==> src/rtl/codec_tg_pkg.sv <==
package codec_tg_pkg;

  localparam int MDIV_CW  = 3;   // master divider counter width (ratio up to 5)
  localparam int SCK_LOG  = 3;   // log2 of slowest serial divide
  localparam int SMP_LOG  = 11;  // log2 of longest sample interval
  localparam int ADV_W    = 5;   // advance field width
  localparam int STEP_LOG = 3;   // log2 of internal ticks per advance step
  localparam int NW       = SMP_LOG + 1;

  typedef struct packed {
    logic [2:0] mdiv;
    logic [1:0] sdiv;
    logic [1:0] srate;
  } tg_ctrl_t;

  // master ratio minus one; reserved codes fall back to divide-by-one
  function automatic logic [MDIV_CW-1:0] mdiv_m1(input logic [2:0] code);
    return (code <= 3'd4) ? code : '0;
  endfunction

  function automatic logic [NW-1:0] serial_len(input logic [1:0] code);
    return NW'((1 << SCK_LOG) >> code);
  endfunction

  function automatic logic [NW-1:0] sample_len(input logic [1:0] code);
    return NW'((1 << SMP_LOG) >> code);
  endfunction

endpackage

==> src/rtl/cg_mclk_div.sv <==
module cg_mclk_div #(
  parameter int CW = 3
) (
  input  logic          clk,
  input  logic          rst,
  input  logic [CW-1:0] ratio_m1,
  output logic          tick
);
  logic [CW-1:0] cnt;

  assign tick = (cnt == ratio_m1);

  always_ff @(posedge clk) begin
    if (rst)       cnt <= '0;
    else if (tick) cnt <= '0;
    else           cnt <= cnt + 1'b1;
  end

  // the phase counter never runs past the selected ratio
  a_r2_phase_in_range: assert property (@(posedge clk) disable iff (rst)
    cnt <= ratio_m1);
endmodule

==> src/rtl/cg_rate_div.sv <==
module cg_rate_div #(
  parameter int CW = 11
) (
  input  logic          clk,
  input  logic          rst,
  input  logic          step,
  input  logic [CW-1:0] ratio_m1,
  output logic [CW-1:0] cnt,
  output logic          wrap
);
  assign wrap = step && (cnt == ratio_m1);

  always_ff @(posedge clk) begin
    if (rst)       cnt <= '0;
    else if (wrap) cnt <= '0;
    else if (step) cnt <= cnt + 1'b1;
  end

  // the count stays inside the selected length
  a_r5_count_in_range: assert property (@(posedge clk) disable iff (rst)
    cnt <= ratio_m1);
endmodule

==> src/rtl/cg_dac_sched.sv <==
module cg_dac_sched #(
  parameter int AW = 5,
  parameter int SW = 11,
  parameter int STEP_LOG = 3
) (
  input  logic          clk,
  input  logic          rst,
  input  logic          dac_en,
  input  logic [AW-1:0] adv_in,
  input  logic [SW:0]   n_len,
  input  logic [SW:0]   s_len,
  output logic [SW-1:0] target
);
  logic [AW-1:0] adv_q;
  logic [SW:0]   lead;
  logic [SW:0]   land;

  always_ff @(posedge clk) begin
    if (rst)          adv_q <= '0;
    else if (!dac_en) adv_q <= adv_in;
  end

  assign lead   = s_len + ((SW+1)'(adv_q) << STEP_LOG);
  assign land   = n_len - lead;
  // count value just before the landing tick
  assign target = (land == '0) ? SW'(n_len - 1'b1) : SW'(land - 1'b1);

  // an enabled DAC freezes the latched advance
  a_r8_adv_frozen: assert property (@(posedge clk) disable iff (rst)
    (!$past(rst) && $past(dac_en)) |-> $stable(adv_q));
endmodule

==> src/rtl/codec_tg_top.sv <==
module codec_tg_top
  import codec_tg_pkg::*;
#(
  parameter int ADV_WIDTH = ADV_W
) (
  input  logic                 clk,
  input  logic                 rst,
  input  logic [6:0]           ctrl,
  input  logic [ADV_WIDTH-1:0] dac_adv,
  input  logic                 dac_en,
  output logic                 dmclk_en,
  output logic                 sclk_en,
  output logic                 fsync,
  output logic                 dac_load
);
  localparam int SCW = SCK_LOG;

  tg_ctrl_t        pend_q, act_q;
  logic            td, ts, bnd;
  logic [SCW-1:0]  scnt;
  logic [SMP_LOG-1:0] smp, smp_nxt, target;
  logic [NW-1:0]   s_len, n_len;
  logic            fsync_d, load_d;

  assign s_len = serial_len(act_q.sdiv);
  assign n_len = sample_len(act_q.srate);

  cg_mclk_div #(.CW(MDIV_CW)) i_mdiv (
    .clk(clk), .rst(rst), .ratio_m1(mdiv_m1(act_q.mdiv)), .tick(td));

  cg_rate_div #(.CW(SCW)) i_sdiv (
    .clk(clk), .rst(rst), .step(td),
    .ratio_m1(SCW'(s_len - 1'b1)), .cnt(scnt), .wrap(ts));

  cg_rate_div #(.CW(SMP_LOG)) i_smp (
    .clk(clk), .rst(rst), .step(td),
    .ratio_m1(SMP_LOG'(n_len - 1'b1)), .cnt(smp), .wrap(bnd));

  cg_dac_sched #(.AW(ADV_WIDTH), .SW(SMP_LOG), .STEP_LOG(STEP_LOG)) i_sched (
    .clk(clk), .rst(rst), .dac_en(dac_en), .adv_in(dac_adv),
    .n_len(n_len), .s_len(s_len), .target(target));

  assign smp_nxt = bnd ? '0 : (td ? smp + 1'b1 : smp);
  assign fsync_d = ({1'b0, smp_nxt} < s_len);
  assign load_d  = td && (smp == target);

  // control: sampled on serial edges, applied at interval end
  always_ff @(posedge clk) begin
    if (rst) begin
      pend_q <= '0;
      act_q  <= '0;
    end else begin
      if (bnd) act_q  <= pend_q;
      if (ts)  pend_q <= tg_ctrl_t'(ctrl);
    end
  end

  always_ff @(posedge clk) begin
    if (rst) begin
      dmclk_en <= 1'b0;
      sclk_en  <= 1'b0;
      fsync    <= 1'b1;
      dac_load <= 1'b0;
    end else begin
      dmclk_en <= td;
      sclk_en  <= ts;
      fsync    <= fsync_d;
      dac_load <= load_d;
    end
  end

  // reset state of the outputs
  a_r1_reset_outputs: assert property (@(posedge clk)
    $past(rst) |-> (fsync && !dmclk_en && !sclk_en && !dac_load));
  // serial edges only on internal ticks
  a_r4_sclk_on_tick: assert property (@(posedge clk) disable iff (rst)
    sclk_en |-> dmclk_en);
  // load strobe only on internal ticks
  a_r6_load_on_tick: assert property (@(posedge clk) disable iff (rst)
    dac_load |-> dmclk_en);
  // an interval starts on an internal tick that is also a serial edge
  a_r5_sync_start: assert property (@(posedge clk) disable iff (rst)
    $rose(fsync) |-> (dmclk_en && sclk_en));
  // settings change only where a new interval begins
  a_r9_apply_at_boundary: assert property (@(posedge clk) disable iff (rst)
    (!$past(rst) && !$stable(act_q)) |-> $rose(fsync));
endmodule

==> config.mk <==
export PLATFORM = sky130hd
export DESIGN_NAME = codec_tg_top
export DESIGN_NICKNAME = d
export VERILOG_FILES = /design/src/rtl/codec_tg_pkg.sv /design/src/rtl/cg_mclk_div.sv /design/src/rtl/cg_rate_div.sv /design/src/rtl/cg_dac_sched.sv /design/src/rtl/codec_tg_top.sv
export SDC_FILE = /design/constraint.sdc
export NUM_CORES = 1
export LEC_CHECK = 0
export ABC_CLOCK_PERIOD_IN_PS = 8400
export BUFFER_PORTS_ARGS = -buffer_cell sky130_fd_sc_hd__buf_2
export CORE_UTILIZATION = 40
export DETAILED_ROUTE_END_ITERATION = 7
export PLACE_DENSITY_LB_ADDON = 0.05
export SLEW_MARGIN = 30
export SYNTH_ARGS = -nofsm -noshare
export SYNTH_HDL_FRONTEND = slang
export SYNTH_SLANG_ARGS = --single-unit
==> constraint.sdc <==
create_clock -name clk -period 8.4 [get_ports clk]
set_input_delay 0.42 -clock clk [delete_from_list [all_inputs] [get_ports clk]]
set_output_delay 0.42 -clock clk [all_outputs]
set_load 0.02 [all_outputs]
======== After elaboration in Yosys (flattened, before gate mapping) ========
Cells that the tools add are included.
operators by class
  add/sub/neg operators ................... 8
  $lt $le $gt $ge ......................... 2
  equal/unequal tests ..................... 4
  shift-type cells ........................ 2
  muxes and demuxes ....................... 4
  reductions and logical operators ........ 6
operators by type and width
  cell                                                    number
  two-way mux 11 bit                                      3
  == test 11 bit                                          2
  subtractor 11 x 1 -> 11 bit (second input constant)     2
  adder 12 x 8 -> 12 bit                                  1
  zero test 12 bit                                        1
  less-than comparator 11 x 12 -> 1 bit                   1
  >> shifter 12 x 2 -> 12 bit (first input constant)      1
  >> shifter 4 x 2 -> 12 bit (first input constant)       1
  subtractor 12 bit                                       1
  adder 11 x 1 -> 11 bit (second input constant)          1
  adder 3 x 1 -> 3 bit (second input constant)            2
  == test 3 bit                                           2
  OR reduction 2 bit                                      2
  less-or-equal comparator 3 bit (second input constant)  1
  logical AND 1 bit                                       3
  two-way mux 3 bit                                       1
  subtractor 3 x 1 -> 3 bit (second input constant)       1
word-level totals
  flip-flop bits (word level) ............. 40
  input port bits ......................... 15
  output and inout bits ................... 4

======== Longest topological paths before layout ========
Gate-level depths: netlist (run 1).
  depth after elaboration ................. 7
  depth in mapped cells ................... 15
  gate-level depth less buffers ........... 13

======== Cells and area by module ========
From an unflattened synthesis (run 1), not the netlist that was laid out.
unflattened totals
  cell total of the unflattened synthesis .. 428
  area, all modules ....................... 3547.2 µm²
modules (own cells, without submodules)
  module                times used  cells each  area each (µm²)  sequential area each (µm²)
  cg_dac_sched          1           202         1547.7           100.1
  codec_tg_top          1           118         1014.7           360.3
  cg_rate_div (i_smp)   1           69          624.3            220.2
  cg_rate_div (i_sdiv)  1           26          215.2            60.1
  cg_mclk_div           1           13          145.1            60.1

======== Worst setup path before layout (run 1) ========
OpenSTA, ideal clock, no wires.
  path kind ............................... reg2reg
  start point ............................. register act_q[2] in the netlist's numbering
  end point ............................... register dac_load
  arrival time ............................ 3.036 ns
  required time ........................... 8.276 ns
  setup slack ............................. 5.240 ns
  stages on the path, launching flop included .. 15
  cells stage by stage .................... dfxtp_1 buf_4 nor2_1 inv_1 ha_1 ha_1 or2_2 a221o_1 a21o_1 a221oi_4 nand2_1 o311a_1 nor3_2 xor2_1 nor3_2
between the ends
  cells in the longest elaborated chain, start to end .. 7
  elaborated cells between the ends (all ways) .. 8
RTL lines
  item                                                             RTL line            RTL
  start, declared                                                  codec_tg_top.sv:18  tg_ctrl_t pend_q, act_q;
  start signal, assigned                                           codec_tg_top.sv:53  if (bnd) act_q <= pend_q;
  >> shifter 4 x 2 -> 12 bit (*)                                   codec_tg_pkg.sv:22  return NW'((1 << SCK_LOG) >> code);
  adder 12 x 8 -> 12 bit (*)                                       cg_dac_sched.sv:23  assign lead = s_len + ((SW+1)'(adv_q) << STEP_LOG);
  subtractor 12 bit (*)                                            cg_dac_sched.sv:24  assign land = n_len - lead;
  subtractor 11 x 1 -> 11 bit or zero test 12 bit (tied branches)  cg_dac_sched.sv:26  assign target = (land == '0) ? SW'(n_len - 1'b1) : SW'(land - 1'b1);
  two-way mux 11 bit (*)                                           cg_dac_sched.sv:26
  == test 11 bit (*)                                               codec_tg_top.sv:45  assign load_d = td && (smp == target);
  logical AND 1 bit (*)                                            codec_tg_top.sv:45
  end signal, assigned                                             codec_tg_top.sv:68  dac_load <= load_d;
  end, declared                                                    codec_tg_top.sv:14  output logic dac_load
Every way passes the cells marked *; elsewhere a longest branch is shown, timed or not.
A chain may end at the register's enable or synchronous reset.

======== Final worst setup path (run 1) ========
  start point ............................. register act_q[6] in the netlist's numbering
  end point ............................... register fsync
between the ends
  cells in the longest elaborated chain, start to end .. 6
  elaborated cells between the ends (all ways) .. 7
RTL lines
  item                                                     RTL line            RTL
  less-or-equal comparator 3 bit                           codec_tg_pkg.sv:18  return (code <= 3'd4) ? code : '0;
  two-way mux 3 bit (*)                                    codec_tg_pkg.sv:18
  == test 3 bit (*)                                        cg_mclk_div.sv:11   assign tick = (cnt == ratio_m1);
  two-way mux 11 bit or logical AND 1 bit (tied branches)  -
  two-way mux 11 bit (*)                                   -
  via smp_nxt[3]                                           codec_tg_top.sv:21  logic [SMP_LOG-1:0] smp, smp_nxt, target;
  less-than comparator 11 x 12 -> 1 bit (*)                codec_tg_top.sv:44  assign fsync_d = ({1'b0, smp_nxt} < s_len);
  end signal, assigned                                     codec_tg_top.sv:67  fsync <= fsync_d;
  end, declared                                            codec_tg_top.sv:13  output logic fsync,
Mark *: on every way through the listed nets, which the timed path passes. The rest lies on a longest branch.

==> impl_metrics.env, run 1 <==
export IMPL_place_area_sq_um=2860
export IMPL_cts_buffers=5
export IMPL_fp_dieH_microns=85.1
export IMPL_synth_nets=358
export IMPL_tns_ns=0
export IMPL_dr_total_vias=2216
export IMPL_num_nets_final=364
export IMPL_dp_hpwl_microns=4230
export IMPL_grt_pass1_wl_microns=10000
export IMPL_power_density_nw_per_um2=135
export IMPL_status="finished, final reports clean"
export IMPL_power_switching_uw=109
export IMPL_avgSynthCellArea_sq_um=8.53
export IMPL_cts_sinks=40
export IMPL_worstPathArrival_ns=3.82
export IMPL_layout_drive_gt1_share_pct=11.5
export IMPL_nFillCells=663
export IMPL_ys_flop_type="dfxtp_1"
export IMPL_synth_top_cell_by_area="dfxtp_1"
export IMPL_dieWidth_microns=85.1
export IMPL_synth_top_area_share_pct=29.0
export IMPL_worstHoldStart="ctrl[0]"
export IMPL_multi_input_area_sq_um=1820
export IMPL_drt_pre_antenna_iters=5
export IMPL_routed_wl_microns=5700
export IMPL_min_to="pend_q[0]"
export IMPL_diodes=0
export IMPL_yosys_cell_types_count=61
export IMPL_yosysSeqAreaShare_pct=29.0
export IMPL_dieArea_sq_um=7240
export IMPL_ys_warn_count=0
export IMPL_clockBufferDepth=2
export IMPL_critical_path_max_fanout=16
export IMPL_grt_pass1_vias=2081
export IMPL_vias_per_cell=5.43
export IMPL_synth_area_leaders="dfxtp_1 (29%), ha_1 (8.6%), mux2i_1 (5.4%), nor2_1 (5.4%), xnor2_1 (5.1%)"
export IMPL_slowest_delay_ns=0.78
export IMPL_hold_class="input pin to flop"
export IMPL_finalSetupViolations=0
export IMPL_grt_usage_pct=17.2
export IMPL_clk_latency_ns=0.29
export IMPL_ios=19
export IMPL_power_leakage_nw=1.12
export IMPL_synth_edff_count=0
export IMPL_p_clk_share_pct=33.2
export IMPL_slew_headroom_pct=44.2
export IMPL_port_buffers=18
export IMPL_wl_per_cell_microns=14.0
export IMPL_final_area_sq_um=2960
export IMPL_post_place_ws_ns=4.83
export IMPL_power_share_combinational_pct=16.7
export IMPL_required_ns=8.63
export IMPL_r2r_end="fsync"
export IMPL_cts_repair_resized=0
export IMPL_switching_share_pct=27.4
export IMPL_ant_nets=0
export IMPL_intPower_uw=290
export IMPL_p_seq_share_pct=50.1
export IMPL_worstSetupStartpointType="flop"
export IMPL_max_cap_violations=0
export IMPL_drt_iter0_markers=90
export IMPL_final_core_util_pct=45.6
export IMPL_worstPathCellList="nor4b_1 -> o2bb2ai_1 -> a21oi_1 -> a2111oi_4 -> nand4_2 -> a211oi_4 -> nor2_1 -> ha_1 -> a2111oi_0 -> a41o_1"
export IMPL_cts_hold_buf=0
export IMPL_finalWeightedCongestion=0.791
export IMPL_netlist_instances=324
export IMPL_path_class="flop to flop"
export IMPL_dp_cells=400
export IMPL_clockRootBuffer="clkbuf_8"
export IMPL_syn2layout_area_growth_pct=7.25
export IMPL_worst_setup_path_end_kind="flop"
export IMPL_synth_area_sq_um=2760
export IMPL_rsz0062_at_grt="no"
export IMPL_grt_overflow=0
export IMPL_worst_pin_slew_ns=0.834
export IMPL_grt_max_degree=30
export IMPL_drc=0
export IMPL_cts_setup_buffers=0
export IMPL_reg2reg_from="act_q[6]"
export IMPL_core_area_sq_um=6490
export IMPL_antenna_found_initial=0
export IMPL_critPathSlowestCell="a211oi_4"
export IMPL_fin_crit_sh_pct=42.7
export IMPL_timing_reg2reg_worst_path_depth=10
export IMPL_fin_crit_ns=3.59
export IMPL_maxSlewViolCount=0
export IMPL_finalClockSkew_ns=0.00556
export IMPL_holdPathStages=2
export IMPL_ys_seq_elements=40
export IMPL_irDropWorstVdd_uv=70.8
export IMPL_layout_setup_ws_ns=4.81
export IMPL_cts_tree="yes"
export IMPL_regToRegSetupSlack_ns=4.81
export IMPL_fmax_ghz=0.279
export IMPL_fin_cells=408
export IMPL_start_util_pct=42.5
export IMPL_clkTransAtPathRegs_ns=0.08
export IMPL_cts_htree_levels=2
export IMPL_async_flop_share_pct=0
export IMPL_hold_violations=0
export IMPL_area_sequential_sq_um=801
export IMPL_rows=29
==> cell usage after synthesis (5+ instances only) <==
cell and number:
dfxtp_1 40, nor2_1 40, ha_1 19, nand2_1 18
xnor2_1 16, mux2i_1 15, a21oi_1 14, clkbuf_1 14
inv_1 14, xor2_1 13, nor3_1 11, nand3_1 10
nor2b_1 8, a22o_1 7, o21ai_0 7, and2_1 5
o211ai_1 5
==> registers in the layout, summed over array words and instances (netlist names) <==
signal / cells
i_sched.adv_q: 5
dmclk_en: 1
act_q: 7
i_smp.cnt: 11
dac_load: 1
pend_q: 7
i_mdiv.cnt: 3
sclk_en: 1
i_sdiv.cnt: 3
fsync: 1
==> power groups by stage <==
stage	logic, mW	clock network (mW)	registers [mW]
2_1_floorplan	0.0539	0	0.203
3_3_place_gp	0.0663	0	0.204
3_5_place_dp	0.0662	0	0.204
4_1_cts	0.0668	0.139	0.200
5_1_grt	0.0760	0.147	0.201
6_report	0.0665	0.133	0.200
==> through the flow <==
step	power, mW	hold slack [ns]
after floorplan	0.256	0.449
after global placement	0.271	0.467
after detailed placement	0.270	0.471
after CTS	0.406	0.327
after global routing	0.424	0.330
final	0.399	0.337
==> placed cells by master (no fill, tap or decap), types with 4 or more instances in the layout <==
cell / count
xnor2_1: 16
and3_1: 4
xor2_1: 13
dfxtp_1: 40
nor2_1: 40
nand2_1: 18
a21oi_1: 13
and2_1: 5
buf_2: 18
nand3_1: 10
mux2i_1: 15
a22o_1: 7
nor2b_1: 8
ha_1: 19
nor3_1: 11
o211ai_1: 5
inv_1: 14
o21ai_0: 7
clkbuf_8: 6
==> cell families after synthesis <==
family,Yosys count,share of synthesized area [%]
multiplexers,17,6.66
flip-flops,40,29.0
AO/OA/AOI/OAI,67,19.6
XOR/XNOR,29,9.19
buffers and inverters,34,5.34
adder cells (fa/ha/maj),19,8.61
AND/OR/NAND/NOR,118,21.6
==> layer usage <==
layer | vias to the layer above | track usage, % | wire (microns)
met5 | - | 0 | 0
met4 | 0 | 6.32 | 130
met3 | 10 | 2.63 | 114
met2 | 27 | 26.5 | 2450
met1 | 1013 | 24.3 | 3000
li1 | 1166 | - | -
==> area by class of cell <==
cell class                 instances  area share (%)
clock buffer                       6            2.79
clock inverter                     2           0.507
inverter                          14            1.77
multi-input combinational        250            61.4
sequential                        40            27.0
tap                               77            3.25
timing repair buffer              19            3.29
==> critical path: cells and delay by family (launching register included) <==
family	cells	cell delay, ns
DFF	1	0.35
and+or+nand+nor	3	0.70
adders and majority gates	1	0.33
AOI/OAI and AO/OA	6	2.15
==> worst max-delay path by stage <==
stage	from	to	depth (start not counted)
6_report	act_q[6]	fsync	10
5_1_grt	act_q[6]	fsync	10
4_1_cts	act_q[6]	fsync	10
3_5_place_dp	act_q[6]	fsync	10
3_3_place_gp	act_q[2]	dac_load	13
2_1_floorplan	act_q[2]	dac_load	14
(Power assumes the default switching activity.)
==> run 2, diff against run 1 <==
--- a/config.mk
+++ b/config.mk
@@ -5,7 +5,7 @@
 export SDC_FILE = /design/constraint.sdc
 export NUM_CORES = 1
 export LEC_CHECK = 0
-export ABC_CLOCK_PERIOD_IN_PS = 8400
+export ABC_CLOCK_PERIOD_IN_PS = 3100
 export BUFFER_PORTS_ARGS = -buffer_cell sky130_fd_sc_hd__buf_2
 export CORE_UTILIZATION = 40
 export DETAILED_ROUTE_END_ITERATION = 7
==> constraint.sdc (replaced) <==
create_clock -name clk -period 3.1 [get_ports clk]
set_input_delay 0.155 -clock clk [delete_from_list [all_inputs] [get_ports clk]]
set_output_delay 0.155 -clock clk [all_outputs]
set_load 0.02 [all_outputs]
==> impl_metrics.env, run 2 (synthesis results as in run 1) <==
export IMPL_layout_common_cells="nor2_1 (38), dfxtp_1 (37), buf_4 (22), buf_2 (18)"
export IMPL_max_cap_violations=0
export IMPL_fin_crit_sh_pct=96.2
export IMPL_ios=19
export IMPL_routed_wl_microns=6050
export IMPL_maxSlewViolCount=0
export IMPL_fin_cells=430
export IMPL_finalSetupViolations=0
export IMPL_tns_ns=0
export IMPL_cts_tree="yes"
export IMPL_regMostFlops="i_smp.cnt"
export IMPL_num_nets_final=386
export IMPL_grt_overflow=0
export IMPL_mostFrequentLayoutCell="nor2_1"
export IMPL_dr_total_vias=2329
export IMPL_worstPathArrival_ns=3.17
export IMPL_cts_htree_levels=2
export IMPL_wl_per_cell_microns=14.1
export IMPL_start_util_pct=42.5
export IMPL_diodes=0
export IMPL_clockRootBuffer="clkbuf_8"
export IMPL_clockBufferDepth=2
export IMPL_slew_headroom_pct=61.3
export IMPL_ant_nets=0
export IMPL_rows=29
export IMPL_clkTransAtPathRegs_ns=0.09
export IMPL_worstSetupStartpointType="flop"
export IMPL_hold_violations=0
export IMPL_irDropWorstVdd_uv=187
export IMPL_antenna_found_initial=0
export IMPL_dieWidth_microns=85.1
export IMPL_intPower_mw=1.03
export IMPL_core_area_sq_um=6490
export IMPL_status="finished, final reports clean"
export IMPL_hold_class="input pin to flop"
export IMPL_finalWeightedCongestion=0.792
export IMPL_power_leakage_nw=1.27
export IMPL_fmax_ghz=0.335
export IMPL_finalClockSkew_ns=0.00635
export IMPL_grt_usage_pct=17.8
export IMPL_path_buf_inv=1
export IMPL_grt_max_degree=30
export IMPL_highest_layer="met4"
export IMPL_worst_setup_path_end_kind="flop"
export IMPL_wl_met1_microns=3100
export IMPL_wl_met3_microns=103
export IMPL_p_seq_share_pct=39.8
export IMPL_vias_per_cell=5.42
export IMPL_layout_drive_gt1_share_pct=20.7
export IMPL_grt_pass1_vias=2169
export IMPL_fp_dieH_microns=85.1
export IMPL_largest_registers="i_smp.cnt: 11 flops, act_q: 7 flops, pend_q: 7 flops"
export IMPL_drt_iter0_markers=78
export IMPL_total_power_mw=1.35
export IMPL_clk_latency_ns=0.30
export IMPL_slowest_delay_ns=0.40
export IMPL_final_core_util_pct=50.3
export IMPL_required_ns=3.29
export IMPL_syn2layout_area_growth_pct=18.2
export IMPL_fin_crit_ns=2.98
export IMPL_p_clk_share_pct=44.5
export IMPL_cts_sinks=40
export IMPL_path_class="flop to flop"
export IMPL_critPathSlowestCell="a221oi_4"
export IMPL_dieArea_sq_um=7240
export IMPL_critical_path_max_fanout=5
export IMPL_largest_reg_flops=11
export IMPL_dp_cells=417
export IMPL_switching_share_pct=24.0
export IMPL_worstPathCellList="nor2_4 -> inv_2 -> ha_4 -> ha_4 -> or2_4 -> a221o_1 -> a21o_1 -> a221oi_4 -> nand2_2 -> o311a_1 -> nor3_2 -> xor2_1 -> nor3_2"
export IMPL_path_delay_family="compound AO/OA/AOI/OAI gates"
export IMPL_worst_pin_slew_ns=0.580
export IMPL_drc=0
export IMPL_power_switching_uw=325
export IMPL_power_density_nw_per_um2=415
export IMPL_grt_pass1_wl_microns=10300
export IMPL_cts_buffers=5
export IMPL_wl_met2_microns=2770
export IMPL_dp_hpwl_microns=4490
export IMPL_power_share_combinational_pct=15.7
export IMPL_port_buffers=18
export IMPL_drt_pre_antenna_iters=4
run 2: cell count changes in the layout (fill, tap and decap cells not counted), moves of 2 or more:
cell and delta:
buf_4 +21, bufinv_16 +3, clkinvlp_4 -2, dfxtp_1 -3
dfxtp_2 +3, ha_1 -2, ha_4 +2, nor2_1 -2
run 2: metal layers:
layer  track usage [%]  vias to the layer above
met2              28.9                       18
met4              4.62                        0
met5                 0                        -
li1                  -                     1213
met3              2.92                        8
met1              24.7                     1090
run 2: timing repair:
| action | in CTS | in global routing |
|---|---|---|
| buffers inserted | 0 | 5 |
| pin swaps | 0 | 15 |
| gates resized for setup | 1 | 20 |
| cloned | 0 | 0 |
| hold buffers | 0 | 0 |
| endpoints found under the setup margin | 1 | 1 |
run 2: path summary, 6_finish.rpt:
kind | startpoint | endpoint | slack (ns) | cells past startpoint
worst max-delay path | act_q[2] | dac_load | 0.12 | 13
worst min register to register | pend_q[0] | pend_q[0] | 0.49 | 1
worst max register to register | act_q[2] | dac_load | 0.12 | 13
worst min-delay path | ctrl[0] | pend_q[0] | 0.06 | 2
run 2: area by class of cell:
| class | instances | area (sq um) |
|---|---|---|
| fillers | 618 | 3230 |
| multi-input cells | 250 | 1890 |
| flip-flops and latches | 40 | 805 |
| repair buffers | 41 | 267 |
| well taps | 77 | 96.3 |
| clock inverters | 3 | 90.1 |
| clock buffers | 5 | 68.8 |
| inverters | 14 | 52.6 |
run 2: power groups by stage:
stage / sequential (mW) / clock (mW) / combinational (mW)
6_report: 0.539 / 0.603 / 0.212
5_1_grt: 0.542 / 0.637 / 0.237
4_1_cts: 0.539 / 0.615 / 0.192
3_5_place_dp: 0.551 / 0 / 0.191
3_3_place_gp: 0.551 / 0 / 0.190
2_1_floorplan: 0.549 / 0 / 0.146
run 2: through the flow:
step	instance area, sq um	worst slack [ns]	hold WS [ns]
detailed placement	2990	0.00683	0.367
finish	3270	0.118	0.0613
CTS	3150	0.0142	0.0543
floorplan	2770	0.0139	0.242
global placement	2990	0.0651	0.368
global route	3270	-0.0256	0.0540
